### config.mk
export PLATFORM = sky130hd
export DESIGN_NAME = guard_ctrl
export DESIGN_NICKNAME = d
export VERILOG_FILES = /design/src/rtl/guard_pkg.sv /design/src/rtl/guard_tick.sv /design/src/rtl/guard_thermal.sv /design/src/rtl/guard_ctrl.sv
export SDC_FILE = /design/constraint.sdc
export NUM_CORES = 1
export LEC_CHECK = 0
export CAP_MARGIN = 20
export CORE_MARGIN = 5
export CORE_UTILIZATION = 34
export CTS_BUF_LIST = sky130_fd_sc_hd__clkbuf_4 sky130_fd_sc_hd__clkbuf_8
export DETAILED_ROUTE_END_ITERATION = 6
export GPL_ROUTABILITY_DRIVEN = 0
export SYNTH_ARGS = -nofsm -noshare
export SYNTH_HDL_FRONTEND = slang
export SYNTH_SLANG_ARGS = --single-unit
### constraint.sdc
create_clock -name clk -period 2.1 [get_ports clk]
set_input_delay 0.42 -clock clk [delete_from_list [all_inputs] [get_ports clk]]
set_output_delay 0.42 -clock clk [all_outputs]
set_load 0.01 [all_outputs]
### src/rtl/guard_pkg.sv
package guard_pkg;

    typedef enum logic [1:0] {
        PH_IDLE  = 2'd0,
        PH_OFF   = 2'd1,
        PH_RETRY = 2'd2
    } phase_t;

endpackage

### src/rtl/guard_tick.sv
module guard_tick #(
    parameter int DIV = 50000
) (
    input  logic clk,
    input  logic rst_n,
    input  logic clr,
    output logic tick
);
    localparam int W = (DIV > 1) ? $clog2(DIV) : 1;
    localparam logic [W-1:0] LAST = W'(DIV - 1);

    generate
        if (DIV <= 1) begin : g_pass
            assign tick = 1'b1;
        end else begin : g_div
            logic [W-1:0] cnt_d, cnt_q;

            always_comb begin
                if (clr || cnt_q == LAST) cnt_d = '0;
                else                      cnt_d = cnt_q + W'(1);
            end

            always_ff @(posedge clk) begin
                if (!rst_n) cnt_q <= '0;
                else        cnt_q <= cnt_d;
            end

            assign tick = (cnt_q == LAST);
        end
    endgenerate
endmodule

### src/rtl/guard_thermal.sv
module guard_thermal (
    input  logic clk,
    input  logic rst_n,
    input  logic trip,
    input  logic cool,
    output logic hot_d,
    output logic hot_q
);
    always_comb begin
        if (trip)      hot_d = 1'b1;
        else if (cool) hot_d = 1'b0;
        else           hot_d = hot_q;
    end

    always_ff @(posedge clk) begin
        if (!rst_n) hot_q <= 1'b0;
        else        hot_q <= hot_d;
    end
endmodule

### src/rtl/guard_ctrl.sv
module guard_ctrl
    import guard_pkg::*;
#(
    parameter int CLK_DIV   = 50000,
    parameter int OFF_TICKS = 900,
    parameter int ON_TICKS  = 90
) (
    input  logic clk,
    input  logic rst_n,
    input  logic en,
    input  logic pulsed,
    input  logic ovl_det,
    input  logic hot_trip,
    input  logic cool_ok,
    output logic reg_on,
    output logic lt_open,
    output logic ovl_flag,
    output logic hot_flag
);
    localparam int MAXT = (OFF_TICKS > ON_TICKS) ? OFF_TICKS : ON_TICKS;
    localparam int CW   = (MAXT > 1) ? $clog2(MAXT) : 1;
    localparam logic [CW-1:0] OFF_LAST = CW'(OFF_TICKS - 1);
    localparam logic [CW-1:0] ON_LAST  = CW'(ON_TICKS - 1);

    typedef struct packed {
        phase_t        phase;
        logic [CW-1:0] cnt;
        logic          seen;
        logic          reg_on;
        logic          ovl;
    } ctl_t;

    ctl_t r_q, r_d;
    logic tick, clr, hot_d, hot_q;

    guard_tick #(.DIV(CLK_DIV)) u_tick (
        .clk  (clk),
        .rst_n(rst_n),
        .clr  (clr),
        .tick (tick)
    );

    guard_thermal u_therm (
        .clk  (clk),
        .rst_n(rst_n),
        .trip (hot_trip),
        .cool (cool_ok),
        .hot_d(hot_d),
        .hot_q(hot_q)
    );

    always_comb begin
        r_d = r_q;
        unique case (r_q.phase)
            PH_IDLE: begin
                if (en && pulsed && ovl_det) begin
                    r_d.phase = PH_OFF;
                    r_d.cnt   = '0;
                end
            end
            PH_OFF: begin
                if (tick) begin
                    if (r_q.cnt == OFF_LAST) begin
                        r_d.phase = PH_RETRY;
                        r_d.cnt   = '0;
                        r_d.seen  = 1'b0;
                    end else begin
                        r_d.cnt = r_q.cnt + CW'(1);
                    end
                end
            end
            PH_RETRY: begin
                r_d.seen = r_q.seen | ovl_det;
                if (tick) begin
                    if (r_q.cnt == ON_LAST) begin
                        r_d.phase = (r_q.seen || ovl_det) ? PH_OFF : PH_IDLE;
                        r_d.cnt   = '0;
                        r_d.seen  = 1'b0;
                    end else begin
                        r_d.cnt = r_q.cnt + CW'(1);
                    end
                end
            end
            default: begin
                r_d.phase = PH_IDLE;
                r_d.cnt   = '0;
            end
        endcase

        if (!en || !pulsed) begin
            r_d.phase = PH_IDLE;
            r_d.cnt   = '0;
            r_d.seen  = 1'b0;
        end

        r_d.reg_on = en && !hot_d && (r_d.phase != PH_OFF);
        r_d.ovl    = en && (pulsed ? (r_d.phase != PH_IDLE) : ovl_det);
    end

    assign clr = (r_d.phase != r_q.phase);

    always_ff @(posedge clk) begin
        if (!rst_n) begin
            r_q.phase  <= PH_IDLE;
            r_q.cnt    <= '0;
            r_q.seen   <= 1'b0;
            r_q.reg_on <= 1'b0;
            r_q.ovl    <= 1'b0;
        end else begin
            r_q <= r_d;
        end
    end

    assign reg_on   = r_q.reg_on;
    assign ovl_flag = r_q.ovl;
    assign hot_flag = hot_q;
    assign lt_open  = hot_q;
endmodule

==> results.sh, run 1 <==
export IMPL_antenna_found_initial=0
export IMPL_synth_top_area_cell="dfxtp_1"
export IMPL_syn_inst=186
export IMPL_final_cells=288
export IMPL_skew_ps=9.60
export IMPL_drv_cap=0
export IMPL_hold_class="register to register"
export IMPL_design_core_area_mm2=0.00472
export IMPL_drive_above_1_share_pct=19.9
export IMPL_grt_pass1_vias=1338
export IMPL_diodes=0
export IMPL_grtUsageMet2_pct=19.2
export IMPL_grt_pass1_wl_um=6030
export IMPL_clock_sinks=32
export IMPL_multi_input_area_um2=997
export IMPL_grt_max_degree=17
export IMPL_use_met1_pct=14.8
export IMPL_wl_um=3540
export IMPL_max_slew_margin_pct=65.4
export IMPL_die_w_um=80.0
export IMPL_syn_to_final_growth_pct=28.1
export IMPL_synth_area_per_cell_um2=8.95
export IMPL_nFillCells=474
export IMPL_ys_types=50
export IMPL_synthTopCellsByCount="32 x dfxtp_1, 20 x nor2_1, 13 x nand2_1, 10 x xor2_1, 9 x and3_1"
export IMPL_outcome="completed"
export IMPL_synth_edf_count=0
export IMPL_netlist_area_leader_share_pct=38.5
export IMPL_top_usage_layer="met2"
export IMPL_die_h_um=80.0
export IMPL_crit_fanout=3
export IMPL_ios=11
export IMPL_grt_usage_pct=12.0
export IMPL_avgViaCountPerCell=5.02
export IMPL_dr_pass1_iters=4
export IMPL_finalHoldViolCount=0
export IMPL_rows=25
export IMPL_crit_required_ps=2330
export IMPL_start_util_pct=35.2
export IMPL_synth_seq_cells=32
export IMPL_synth_nets=196
export IMPL_syn_area_mm2=0.00166
export IMPL_use_met3_pct=3.84
export IMPL_ys_warnings_count=0
export IMPL_worstSetupStartpointType="register"
export IMPL_cp_arrival_ps=2240
export IMPL_tritoncts_num_buffers=5
export IMPL_place_hpwl_um=2600
export IMPL_period_share_pct=95.5
export IMPL_fmax_mhz=499
export IMPL_cts_tree="yes"
export IMPL_final_min_clock_period_ps=2010
export IMPL_dieArea_mm2=0.00639
export IMPL_wl_per_cell_um=12.3
export IMPL_clkTransAtPathRegs_ps=60
export IMPL_nets=230
export IMPL_peakVddDrop_v=0.000306
export IMPL_final_core_util_pct=45.1
export IMPL_ys_seq_area_share_pct=38.5
export IMPL_ant_nets=0
export IMPL_synth_area_leaders="dfxtp_1 38%, xor2_1 5.3%, nor2_1 4.5%"
export IMPL_fin_tns_setup_ps=0
export IMPL_powerDensity_mw_per_mm2=605
export IMPL_dp_cells=280
export IMPL_setup_viol=0
export IMPL_seqCellArea_um2=643
export IMPL_p_leak_nw=0.834
export IMPL_drc=0
export IMPL_drv_slew=0
export IMPL_yosysMostFrequentCell="dfxtp_1"
export IMPL_via_count=1446
export IMPL_worstSkewPairLatency_ps=290
export IMPL_gr_total_overflow=0
export IMPL_worstSetupPathType="register to register"
export IMPL_whs_ps=451
export IMPL_htreeDepth=2
export IMPL_async_reset_ff_share_pct=0
export IMPL_synth_flop_cell="dfxtp_1"
export IMPL_port_buffers=10
export IMPL_tightest_slew_ps=518
export IMPL_crit_path_end_kind="register"
export IMPL_root_buffer="clkbuf_8"
export IMPL_clk_path_buf_depth=2
export IMPL_drtIter0Drc=44
## where the power goes
| part | switching (mW) | internal, mW | leakage (nW) | total (mW) |
|---|---|---|---|---|
| logic | 0.0372 | 0.0430 | 0.516 | 0.0802 |
| clock network | 0.225 | 0.365 | 0.0586 | 0.589 |
| registers | 0.00550 | 0.615 | 0.260 | 0.621 |
## placed cells by master (no fill, tap or decap), types with 2 or more instances in the layout
| cell | count |
|---|---|
| or3_1 | 6 |
| xnor2_1 | 6 |
| nand2_1 | 13 |
| ha_1 | 2 |
| nor2_1 | 20 |
| buf_4 | 22 |
| o2bb2ai_1 | 4 |
| dfxtp_1 | 30 |
| inv_1 | 3 |
| a211oi_1 | 2 |
| nand4_2 | 2 |
| a21oi_1 | 6 |
| and4_1 | 3 |
| nand3_1 | 8 |
| nor2b_1 | 5 |
| and2_1 | 3 |
| clkdlybuf4s50_1 | 10 |
| xor2_1 | 10 |
| o21ai_0 | 3 |
| a211o_1 | 4 |
| nand4b_1 | 2 |
| dfxtp_2 | 2 |
| clkbuf_8 | 5 |
| nand4_1 | 4 |
| nor3_1 | 2 |
| nor4_1 | 2 |
| nor4b_1 | 4 |
| and3_1 | 9 |
## metal layers
layer  wire length, µm  share of wire (%)  vias up
li1                  -                  -      751
met1              1760                 50      669
met2              1560                 44       20
met3               159                4.5        6
met4                64                1.8        0
met5                 0                  0        -
## stage by stage
stage | instance area, µm² | setup WS (ps) | power, mW
floorplan | 1660 | 155 | 0.671
global placement | 2000 | -41.7 | 0.714
detailed placement | 2000 | -56.3 | 0.714
CTS | 2110 | 20.0 | 1.31
global route | 2130 | -3.55 | 1.34
finish | 2130 | 94.8 | 1.29
## cell type report
type / instances / area share [%]
timing repair buffer: 33 / 13.4
clock inverter: 2 / 1.64
clock buffer: 6 / 3.58
multi-input combinational: 145 / 46.8
tap: 67 / 3.93
inverter: 3 / 0.528
sequential: 32 / 30.2
## timing repair
item,in CTS,in global routing
pin swaps,0,2
buffers inserted,0,0
setup endpoints to repair,1,5
gates resized for setup,1,7
hold endpoints to repair,0,0
hold buffers,0,0
## cells by family (layout without fill, tap and decap cells)
group	count (synthesis)	after routing	share of synthesized area, %
buffers and inverters	9	44	2.86
flip-flops	32	32	38.5
adder cells (fa/ha/maj)	3	3	2.26
XOR/XNOR	16	16	8.42
AND/OR/NAND/NOR	97	97	35.5
AO/OA/AOI/OAI	29	29	12.5
## sequential cells by signal, indices dropped and copies added, names as in the netlist
| signal | cells |
|---|---|
| u_tick.g_div.cnt_q | 16 |
| r_q | 13 |
| reg_on | 1 |
| u_therm.hot_q | 1 |
| ovl_flag | 1 |
## worst max-delay path, cell delays in order, from the launching register on
cell and delay, ps:
dfxtp_2 330, ha_2 180, or3b_4 390, nor3_2 130, buf_4 140, or4b_1 450, a21oi_2 180, o311a_1 150
## worst paths after layout
path                      endpoint             startpoint  cells after the start  slack, ps
max                       ovl_flag                 r_q[3]                      7         90
min          u_tick.g_div.cnt_q[0]  u_tick.g_div.cnt_q[0]                      1        450
max reg2reg               ovl_flag                 r_q[3]                      7         90
min reg2reg  u_tick.g_div.cnt_q[0]  u_tick.g_div.cnt_q[0]                      1        450
Power figures use the tool's default switching activity.
==> run 2, diff against run 1 <==
--- a/config.mk
+++ b/config.mk
@@ -5,12 +5,15 @@
 export SDC_FILE = /design/constraint.sdc
 export NUM_CORES = 1
 export LEC_CHECK = 0
+export ABC_CLOCK_PERIOD_IN_PS = 2100
 export CAP_MARGIN = 20
 export CORE_MARGIN = 5
 export CORE_UTILIZATION = 34
 export CTS_BUF_LIST = sky130_fd_sc_hd__clkbuf_4 sky130_fd_sc_hd__clkbuf_8
+export CTS_CLUSTER_SIZE = 10
 export DETAILED_ROUTE_END_ITERATION = 6
 export GPL_ROUTABILITY_DRIVEN = 0
+export HOLD_SLACK_MARGIN = 0.15
 export SYNTH_ARGS = -nofsm -noshare
 export SYNTH_HDL_FRONTEND = slang
 export SYNTH_SLANG_ARGS = --single-unit
==> results of run 2 <==
No change in the layout: final DEF, timing and power equal those of run 1.
